==> src/rtl/i2c_srch_pkg.sv <==
// Shared types for the I2C clock divider search.
// Assumes nothing beyond the standard types.
package i2c_srch_pkg;
    typedef enum logic [1:0] {
        ST_IDLE    = 2'd0,
        ST_DIV_SMP = 2'd1,
        ST_DIV_CNT = 2'd2,
        ST_CHECK   = 2'd3
    } srch_state_t;
endpackage

==> src/rtl/i2c_srch_div.sv <==
// Restoring shift-subtract unsigned divider that produces one quotient bit per cycle.
// Assumes the operands are held stable for the whole run and that the divisor is nonzero.
// A load happens on go. Done pulses one cycle after the last of NUM_W steps.
module i2c_srch_div #(
    parameter int NUM_W = 32,
    parameter int DEN_W = 33
) (
    input  logic             clk,
    input  logic             rst_n,
    input  logic             go,
    input  logic [NUM_W-1:0] numer,
    input  logic [DEN_W-1:0] denom,
    output logic             fin,
    output logic [NUM_W-1:0] quot
);
    localparam int REM_W = DEN_W + 1;
    localparam int STP_W = $clog2(NUM_W + 1);

    logic [REM_W-1:0] rem_q;
    logic [NUM_W-1:0] shf_q;
    logic [STP_W-1:0] steps_q;
    logic             run_q;
    logic [REM_W-1:0] rem_shift;
    logic [REM_W-1:0] rem_sub;
    logic             fits;

    // Next partial remainder, and whether the divisor fits into it.
    always_comb begin
        rem_shift = {rem_q[REM_W-2:0], shf_q[NUM_W-1]};
        rem_sub   = rem_shift - REM_W'(denom);
        fits      = rem_shift >= REM_W'(denom);
    end

    // Iteration registers: load on go, then perform one restoring step per cycle.
    always_ff @(posedge clk) begin
        if (!rst_n) begin
            rem_q   <= '0;
            shf_q   <= '0;
            steps_q <= '0;
            run_q   <= 1'b0;
            fin     <= 1'b0;
        end else begin
            fin <= 1'b0;
            if (go) begin
                rem_q   <= '0;
                shf_q   <= numer;
                steps_q <= STP_W'(NUM_W);
                run_q   <= 1'b1;
            end else if (run_q) begin
                rem_q   <= fits ? rem_sub : rem_shift;
                shf_q   <= {shf_q[NUM_W-2:0], fits};
                steps_q <= steps_q - 1'b1;
                if (steps_q == STP_W'(1)) begin
                    run_q <= 1'b0;
                    fin   <= 1'b1;
                end
            end
        end
    end

    assign quot = shf_q;
endmodule

==> src/rtl/i2c_srch_win.sv <==
// Window test for one SCL phase: subtracts the trim from the base count and checks
// that the result is positive and no greater than the count ceiling minus the trim.
// The check is purely combinational and assumes BASE_W is at least CNT_W.
module i2c_srch_win #(
    parameter int BASE_W = 32,
    parameter int CNT_W  = 8
) (
    input  logic [BASE_W-1:0] base,
    input  logic [CNT_W-1:0]  trim,
    output logic              ok,
    output logic [CNT_W-1:0]  cnt
);
    localparam int SW = BASE_W + 2;

    logic signed [SW-1:0] diff;
    logic signed [SW-1:0] ceil_v;

    // Signed trimmed count and its ceiling, then the window decision.
    always_comb begin
        diff   = $signed({2'b00, base}) - $signed(SW'(trim));
        ceil_v = $signed(SW'((1 << CNT_W) - 1)) - $signed(SW'(trim));
        ok     = (diff > 0) && (diff <= ceil_v);
        cnt    = diff[CNT_W-1:0];
    end
endmodule

==> src/rtl/i2c_clkdiv_search.sv <==
// Top of the I2C clock divider search. It latches the operands on start and walks the
// prescaler candidates upward. For each candidate it runs two divisions on the shared
// divider and tests both phase windows. It reports the first candidate that passes, or
// failure. It assumes the operands only matter on the edge that samples start.
module i2c_clkdiv_search
    import i2c_srch_pkg::*;
#(
    parameter int FREQ_W = 32,
    parameter int PSC_W  = 8,
    parameter int CNT_W  = 8
) (
    input  logic              clk,
    input  logic              rst_n,
    input  logic              start,
    input  logic [FREQ_W-1:0] fclk_hz,
    input  logic [FREQ_W-1:0] scl_hz,
    input  logic [CNT_W-1:0]  trim_lo,
    input  logic [CNT_W-1:0]  trim_hi,
    output logic              busy,
    output logic              done,
    output logic              fail,
    output logic [PSC_W-1:0]  psc,
    output logic [CNT_W-1:0]  low_cnt,
    output logic [CNT_W-1:0]  high_cnt
);
    localparam int         DEN_W    = FREQ_W + 1;
    localparam int         NPHASE   = 2;
    localparam [PSC_W-1:0] PSC_LAST = '1;

    srch_state_t       state_q;
    logic [FREQ_W-1:0] fclk_q, speed_q, smp_q, base_q;
    logic [CNT_W-1:0]  trim_q [NPHASE];
    logic [PSC_W-1:0]  try_q;
    logic              go_q;
    logic [FREQ_W-1:0] numer;
    logic [DEN_W-1:0]  denom;
    logic              div_fin;
    logic [FREQ_W-1:0] div_quot;
    logic              win_ok  [NPHASE];
    logic [CNT_W-1:0]  win_cnt [NPHASE];
    logic              all_ok;

    // Operand select: the sample-clock division first, then the count division.
    always_comb begin
        if (state_q == ST_DIV_CNT) begin
            numer = smp_q;
            denom = {speed_q, 1'b0};
        end else begin
            numer = fclk_q;
            denom = DEN_W'(try_q) + DEN_W'(1);
        end
    end

    i2c_srch_div #(.NUM_W(FREQ_W), .DEN_W(DEN_W)) u_div (
        .clk   (clk),
        .rst_n (rst_n),
        .go    (go_q),
        .numer (numer),
        .denom (denom),
        .fin   (div_fin),
        .quot  (div_quot)
    );

    // One window test per phase: index 0 is the low phase, index 1 the high phase.
    for (genvar g = 0; g < NPHASE; g++) begin : g_phase
        i2c_srch_win #(.BASE_W(FREQ_W), .CNT_W(CNT_W)) u_win (
            .base (base_q),
            .trim (trim_q[g]),
            .ok   (win_ok[g]),
            .cnt  (win_cnt[g])
        );
    end

    assign all_ok = win_ok[0] && win_ok[1];

    // Search sequencer and result registers.
    always_ff @(posedge clk) begin
        if (!rst_n) begin
            state_q   <= ST_IDLE;
            fclk_q    <= '0;
            speed_q   <= '0;
            smp_q     <= '0;
            base_q    <= '0;
            trim_q[0] <= '0;
            trim_q[1] <= '0;
            try_q     <= '0;
            go_q      <= 1'b0;
            done      <= 1'b0;
            fail      <= 1'b0;
            psc       <= '0;
            low_cnt   <= '0;
            high_cnt  <= '0;
        end else begin
            go_q <= 1'b0;
            done <= 1'b0;
            unique case (state_q)
                ST_IDLE: begin
                    if (start) begin
                        if (scl_hz == '0) begin
                            done     <= 1'b1;
                            fail     <= 1'b1;
                            psc      <= '0;
                            low_cnt  <= '0;
                            high_cnt <= '0;
                        end else begin
                            fclk_q    <= fclk_hz;
                            speed_q   <= scl_hz;
                            trim_q[0] <= trim_lo;
                            trim_q[1] <= trim_hi;
                            try_q     <= '0;
                            go_q      <= 1'b1;
                            state_q   <= ST_DIV_SMP;
                        end
                    end
                end
                ST_DIV_SMP: begin
                    if (div_fin) begin
                        smp_q   <= div_quot;
                        go_q    <= 1'b1;
                        state_q <= ST_DIV_CNT;
                    end
                end
                ST_DIV_CNT: begin
                    if (div_fin) begin
                        base_q  <= div_quot;
                        state_q <= ST_CHECK;
                    end
                end
                ST_CHECK: begin
                    if (all_ok) begin
                        done     <= 1'b1;
                        fail     <= 1'b0;
                        psc      <= try_q;
                        low_cnt  <= win_cnt[0];
                        high_cnt <= win_cnt[1];
                        state_q  <= ST_IDLE;
                    end else if (try_q == PSC_LAST) begin
                        done     <= 1'b1;
                        fail     <= 1'b1;
                        psc      <= '0;
                        low_cnt  <= '0;
                        high_cnt <= '0;
                        state_q  <= ST_IDLE;
                    end else begin
                        try_q   <= try_q + 1'b1;
                        go_q    <= 1'b1;
                        state_q <= ST_DIV_SMP;
                    end
                end
                default: state_q <= ST_IDLE;
            endcase
        end
    end

    assign busy = (state_q != ST_IDLE);
endmodule

==> config.mk <==
export PLATFORM = sky130hd
export DESIGN_NAME = i2c_clkdiv_search
export DESIGN_NICKNAME = d
export VERILOG_FILES = /design/src/rtl/i2c_srch_pkg.sv /design/src/rtl/i2c_srch_div.sv /design/src/rtl/i2c_srch_win.sv /design/src/rtl/i2c_clkdiv_search.sv
export SDC_FILE = /design/constraint.sdc
export NUM_CORES = 1
export LEC_CHECK = 0
export ABC_CLOCK_PERIOD_IN_PS = 5100
export BUFFER_PORTS_ARGS = -buffer_cell sky130_fd_sc_hd__buf_2
export CORE_UTILIZATION = 30
export DETAILED_ROUTE_END_ITERATION = 16
export SYNTH_ARGS = -nofsm -noshare
export SYNTH_HDL_FRONTEND = slang
export SYNTH_SLANG_ARGS = --single-unit
export TNS_END_PERCENT = 20
==> constraint.sdc <==
create_clock -name clk -period 5.1 [get_ports clk]
set_input_delay 1.275 -clock clk [delete_from_list [all_inputs] [get_ports clk]]
set_output_delay 1.275 -clock clk [all_outputs]
set_load 0.05 [all_outputs]
==> flow_summary.json, run 1 <==
{
  "status": "finished, final reports clean",
  "synth_ff_type": "dfxtp_1",
  "totalWireLength_um": 43000,
  "final_cells": 2517,
  "start_util_pct": 30.4,
  "core.rowCount": 80,
  "insertion_delay_ns": 0.58,
  "place_ws_ns": 0.264,
  "crit_path_frequent_cell": "ha_1",
  "max_slew.worst_pin.slew_ns": 1.11,
  "cp_max_fo": 25,
  "slew_viol_final": 0,
  "synth_top_area_cell": "dfxtp_1",
  "clock_path_buffers": 3,
  "core_um2": 47600,
  "ios": 110,
  "synth_cells": 1835,
  "grt_max_degree": 104,
  "grt_pass1_wl_um": 68700,
  "finalSetupViolCount": 0,
  "ys_ff_latch": 254,
  "cts_buffers": 31,
  "syn_area_per_cell_um2": 7.90,
  "syn_nets": 1994,
  "first_global_vias": 12887,
  "vias_per_cell": 5.33,
  "final_common_cell": "nand2_1",
  "yosysWarnings": 0,
  "cts_tree": "built",
  "synth_seq_area_share_pct": 36.2,
  "vdd_drop_max_mv": 0.584,
  "crit_slowest_cell": "o41a_2",
  "dp.cells": 2461,
  "power.leakage_nw": 6.48,
  "cp_top_family": "compound AO/OA/AOI/OAI gates",
  "root_buffer": "clkbuf_16",
  "drt_pre_antenna_iters": 7,
  "drive_above_1_share_pct": 11.6,
  "cts_max_level": 1,
  "drcViolationCount": 0,
  "drt_iter0_markers": 671,
  "grt_antenna_before_repair": 0,
  "hpwl_um": 30900,
  "required_ns": 5.55,
  "fin_ws_ns": 0.358,
  "wl_per_cell_um": 17.1,
  "cap_violations": 0,
  "cp_num_buf_inv": 2,
  "vias": 13427,
  "clock-sinks": 254,
  "die-area_um2": 49200,
  "dieHeight_um": 222,
  "gr-usage-all-layers_pct": 17.0,
  "max_freq_mhz": 211,
  "grt_overflow": 0,
  "async_reset_ff_share_pct": 0,
  "path_cells": "inv_1 > ha_1 > or4_1 > o21a_1 > o31a_1 > xor2_1 > ha_1 > a21oi_1 > a41oi_1 > nor3b_1 > o211ai_1 > nor4_1 > nand4_1 > o41a_2 > a21oi_2 > buf_4 > o21ai_0",
  "antenna_cells": 0,
  "synth_edf_count": 16,
  "period_share_pct": 93.0,
  "relSlewSlack_pct": 25.9,
  "total_power_w": 0.00939,
  "startpoint_type": "register",
  "layout_common_cells": "350 x nand2_1, 236 x dfxtp_1, 210 x a21oi_1, 109 x buf_2, 105 x nor2_1",
  "ctsHoldBuffers": 0,
  "hold_violations": 0,
  "ant_nets": 0,
  "gp_congestion": 0.934,
  "syn_area_um2": 14500,
  "hold_path.class": "reg -> reg",
  "min_period_ns": 4.74,
  "fp.dieW_um": 222,
  "cp_data_arrival_time_ns": 5.19,
  "clk_pin_slew_ns": 0.06,
  "ys_top_cells_by_area": "dfxtp_1 33%, nand2_1 9.1%, a21oi_1 7.3%, ha_1 6.3%, a211oi_1 4.9%",
  "powerDensity_nw_per_um2": 566,
  "rsz0062_at_grt": "false",
  "crit_type": "reg -> reg",
  "syn2layout_area_growth_pct": 14.6,
  "critPathMaxStageDelay_ns": 0.67,
  "synth_top_area_share_pct": 32.9,
  "nNetsFinal": 2038,
  "tns_ns": 0,
  "fin_worst_skew_ns": 0.0212,
  "synth_cell_type_count": 81,
  "crit_path_end_kind": "register",
  "io_buffers": 109
}
==> Yosys cell counts, types with 4 or more instances <==
| cell | count |
|---|---|
| a21o_1 | 19 |
| nor3_1 | 20 |
| buf_1 | 9 |
| and2_1 | 10 |
| ha_1 | 73 |
| a31oi_1 | 7 |
| a21oi_1 | 211 |
| or3_1 | 10 |
| nand4b_1 | 7 |
| and3_1 | 20 |
| o21bai_1 | 8 |
| nor4_1 | 22 |
| o21ai_1 | 11 |
| or4_1 | 10 |
| o2111ai_1 | 7 |
| edfxtp_1 | 16 |
| nand2_1 | 350 |
| o21a_1 | 14 |
| o31ai_1 | 11 |
| o211ai_1 | 9 |
| dfxtp_1 | 238 |
| a211o_1 | 6 |
| nor2_1 | 106 |
| and4_1 | 6 |
| o21ai_0 | 67 |
| a21boi_0 | 6 |
| nand3_1 | 28 |
| buf_2 | 6 |
| clkbuf_1 | 109 |
| o311ai_0 | 9 |
| nor2b_1 | 42 |
| a211oi_1 | 94 |
| or2_2 | 6 |
| mux2i_1 | 51 |
| xnor2_1 | 32 |
| nand2b_1 | 11 |
| o31a_1 | 4 |
| xor2_1 | 20 |
| inv_1 | 46 |
| nand4_1 | 43 |
==> cells by family after synthesis <==
family	after synthesis	share of synthesized area, %
fa+ha+maj	76	6.72
xor+xnor	52	3.14
mux	53	3.68
flops	254	36.2
simple gates	709	23.1
compound gates	519	22.6
buf+inv	172	4.59
==> worst reg2reg max path, cell delays in order, from the launching register on <==
cell and delay (ns):
edfxtp_1 0.37, inv_1 0.06, ha_1 0.37, or4_1 0.53, o21a_1 0.12, o31a_1 0.21, xor2_1 0.28, ha_1 0.31
a21oi_1 0.18, a41oi_1 0.10, nor3b_1 0.26, o211ai_1 0.13, nor4_1 0.21, nand4_1 0.24, o41a_2 0.67, a21oi_2 0.18
buf_4 0.26, o21ai_0 0.15
==> registers in the layout, indices dropped and copies added, names as in the netlist, 16 cells and up <==
name,cells
trim_q,16
base_q,32
u_div.quot,32
speed_q,32
fclk_q,32
u_div.rem_q,33
smp_q,32
==> what timing repair did <==
action,CTS,global route
buffers inserted,0,0
endpoints found under the setup margin,0,29
gates resized for setup,0,4
==> cell type report <==
type / count / area (um^2)
Tap cell: 615 / 769
Multi-Input combinational cell: 1409 / 8630
Clock inverter: 12 / 120
Inverter: 46 / 175
Fill cell: 4984 / 31000
Sequential cell: 254 / 5250
Clock buffer: 44 / 896
Timing Repair Buffer: 137 / 756
==> report_power, final <==
| part | internal, W | switching, W |
|---|---|---|
| Sequential | 0.00231 | 0.000296 |
| Combinational | 0.00189 | 0.00269 |
| Clock | 0.00132 | 0.000884 |
==> routing by layer <==
metal  share of wire, %  track usage, %  up-vias
li1                   -               -     6663
met1                 45            21.8     6356
met2                 48            29.8      328
met3                4.0            1.88       80
met4                2.7            5.22        0
met5                  0               0        -
==> path summary, 6_finish.rpt <==
path | start | end | slack, ns | cells after the start
min | low_cnt[2] | low_cnt[2] | 0.45 | 2
min reg2reg | low_cnt[2] | low_cnt[2] | 0.45 | 2
max | trim_q[0][4] | psc[6] | 0.36 | 17
max reg2reg | trim_q[0][4] | psc[6] | 0.36 | 17
==> metrics by stage <==
stage	utilization, %	area (um^2)	hold WS, ns
6_report	34.8	16600	0.450
5_1_grt	34.8	16600	0.468
4_1_cts	34.8	16600	0.454
3_5_place_dp	32.7	15600	0.437
3_3_place_gp	32.7	15600	0.440
2_1_floorplan	-	14500	0.433
(Power assumes the default switching activity.)
==> run 2: changes to the inputs <==
--- a/config.mk
+++ b/config.mk
@@ -7,6 +7,7 @@
 export LEC_CHECK = 0
 export ABC_CLOCK_PERIOD_IN_PS = 5100
 export BUFFER_PORTS_ARGS = -buffer_cell sky130_fd_sc_hd__buf_2
+export CORE_ASPECT_RATIO = 1.75
 export CORE_UTILIZATION = 30
 export DETAILED_ROUTE_END_ITERATION = 16
 export SYNTH_ARGS = -nofsm -noshare
==> run 2 against run 1 <==
Effect of this change: first-iteration DRC count rose by 11%; via count shrank 0.48%; setup slack better by 0.12 ns; power decreased by 0.62%; critical path depth grew 1.
==> flow_summary.json, run 2 (synthesis gave the netlist of run 1 again) <==
{
  "finalSetupViolCount": 0,
  "fin_hold_ws_ns": 0.445,
  "gr-usage-all-layers_pct": 18.2,
  "fillers": 5066,
  "power.leakage_nw": 6.42,
  "required_ns": 5.52,
  "max_freq_mhz": 216,
  "largest_register": "u_div.rem_q",
  "dp.cells": 2443,
  "die-area_um2": 49200,
  "grt_overflow": 0,
  "drt_pre_antenna_iters": 5,
  "clk_pin_slew_ns": 0.06,
  "clock-sinks": 254,
  "antenna_cells": 0,
  "status": "finished, final reports clean",
  "p_sw_share_pct": 41.9,
  "drcViolationCount": 0,
  "p_sw_w": 0.00391,
  "met2RoutedLength_um": 24600,
  "core.rowCount": 106,
  "io_buffers": 109,
  "drt_iter0_markers": 748,
  "p_clk_share_pct": 20.7,
  "core_um2": 47700,
  "hold_violations": 0,
  "cap_violations": 0,
  "insertion_delay_ns": 0.55,
  "power_frac_comb_pct": 51.5,
  "vdd_drop_max_mv": 0.690,
  "first_global_vias": 13492,
  "rsz0062_at_grt": "false",
  "period_share_pct": 90.6,
  "dieHeight_um": 293,
  "wl_met3_um": 1500,
  "crit_path_end_kind": "register",
  "ctsHoldBuffers": 0,
  "hpwl_um": 33900,
  "totalWireLength_um": 45500,
  "grt_max_degree": 144,
  "hold_path.class": "reg -> reg",
  "start_util_pct": 30.3,
  "final_common_cell": "nand2_1",
  "total_power_w": 0.00933,
  "min_period_ns": 4.62,
  "max_slew.worst_pin.slew_ns": 1.14,
  "slew_viol_final": 0,
  "relSlewSlack_pct": 23.7,
  "p_seq_share_pct": 27.8,
  "wl_per_cell_um": 18.3,
  "drive_above_1_share_pct": 11.1,
  "tns_ns": 0,
  "grt_antenna_before_repair": 0,
  "fp.dieW_um": 168,
  "fin_ws_ns": 0.480,
  "nNetsFinal": 2035,
  "vias_per_cell": 5.37,
  "cp_max_fo": 9,
  "top_layer": "met4",
  "startpoint_type": "register",
  "layout_common_cells": "350 x nand2_1, 236 x dfxtp_1, 211 x a21oi_1, 109 x buf_2, 105 x nor2_1",
  "vias": 13362,
  "fin_worst_skew_ns": 0.0286,
  "internal_power_w": 0.00542,
  "powerDensity_nw_per_um2": 567,
  "gp_congestion": 0.955,
  "clock_path_buffers": 3,
  "post_cts_buffers": 0,
  "ant_nets": 0,
  "place_ws_ns": 0.422,
  "final_cells": 2488,
  "crit_type": "reg -> reg",
  "syn2layout_area_growth_pct": 13.5,
  "drt-met1-wl_um": 16600,
  "cts_max_level": 1,
  "grt_pass1_wl_um": 71900,
  "root_buffer": "clkbuf_16",
  "ios": 110,
  "largest_reg_flops": 33,
  "cts_buffers": 25,
  "cts_tree": "built",
  "cp_data_arrival_time_ns": 5.04
}
-- run 2: changes by cell type in the layout (fill, tap and decap cells not counted), moves of 2 or more --
cell,delta
buf_12,+2
clkbuf_16,-6
clkinv_2,-4
clkinv_4,+2
clkinvlp_4,-2
-- run 2: routing by layer --
| metal | vias up | track usage [%] |
|---|---|---|
| met5 | - | 0 |
| met4 | 0 | 10.9 |
| met3 | 107 | 1.63 |
| met2 | 311 | 35.9 |
| met1 | 6273 | 18.2 |
| li1 | 6671 | - |
-- run 2: final cells by class --
type                    instances  area (um^2)  share of cell area [%]
multi-input cells            1409         8620                    52.4
well taps                     594          743                    4.52
repair buffers                140          803                    4.88
clock buffers                  38          756                    4.59
clock inverters                 7         96.3                   0.586
flip-flops and latches        254         5250                    31.9
inverters                      46          175                    1.07
-- run 2: what timing repair did --
item / 4_1_cts / 5_1_grt
gates resized for setup: 0 / 1
setup endpoints to repair: 0 / 2
endpoints found under the hold margin: 0 / 0
-- run 2: stage by stage --
stage	utilization, %	instance area [um^2]
floorplan	-	14500
global placement	32.7	15600
detailed placement	32.7	15600
CTS	34.4	16400
global route	34.4	16400
finish	34.4	16400
-- run 2: path summary, 6_finish.rpt --
kind	startpoint	end	slack [ns]	cells past startpoint
max	base_q[0]	try_q[1]	0.48	18
min	high_cnt[0]	high_cnt[0]	0.44	2
max reg2reg	base_q[0]	try_q[1]	0.48	18
min reg2reg	high_cnt[0]	high_cnt[0]	0.44	2
-- run 2: power by group through the flow --
stage | clock, W | sequential, W | combinational, W
after floorplan | 0 | 0.00250 | 0.00365
after global placement | 0 | 0.00263 | 0.00470
after detailed placement | 0 | 0.00264 | 0.00476
after CTS | 0.00199 | 0.00260 | 0.00480
after global routing | 0.00206 | 0.00264 | 0.00530
final | 0.00193 | 0.00260 | 0.00480
-- run 2: critical path, stage by stage, from the launching register on --
cell and delay, ns:
dfxtp_1 0.31, inv_1 0.12, ha_1 0.18, inv_1 0.05, fa_1 0.39, a211oi_1 0.44
o21bai_1 0.13, a21oi_1 0.18, xnor2_1 0.12, ha_1 0.32, nand4_1 0.09, o32a_1 0.33
o21ai_0 0.15, nand4_1 0.12, or4_1 0.54, nor4_1 0.35, and2_1 0.36, o221a_2 0.25
a211oi_1 0.05
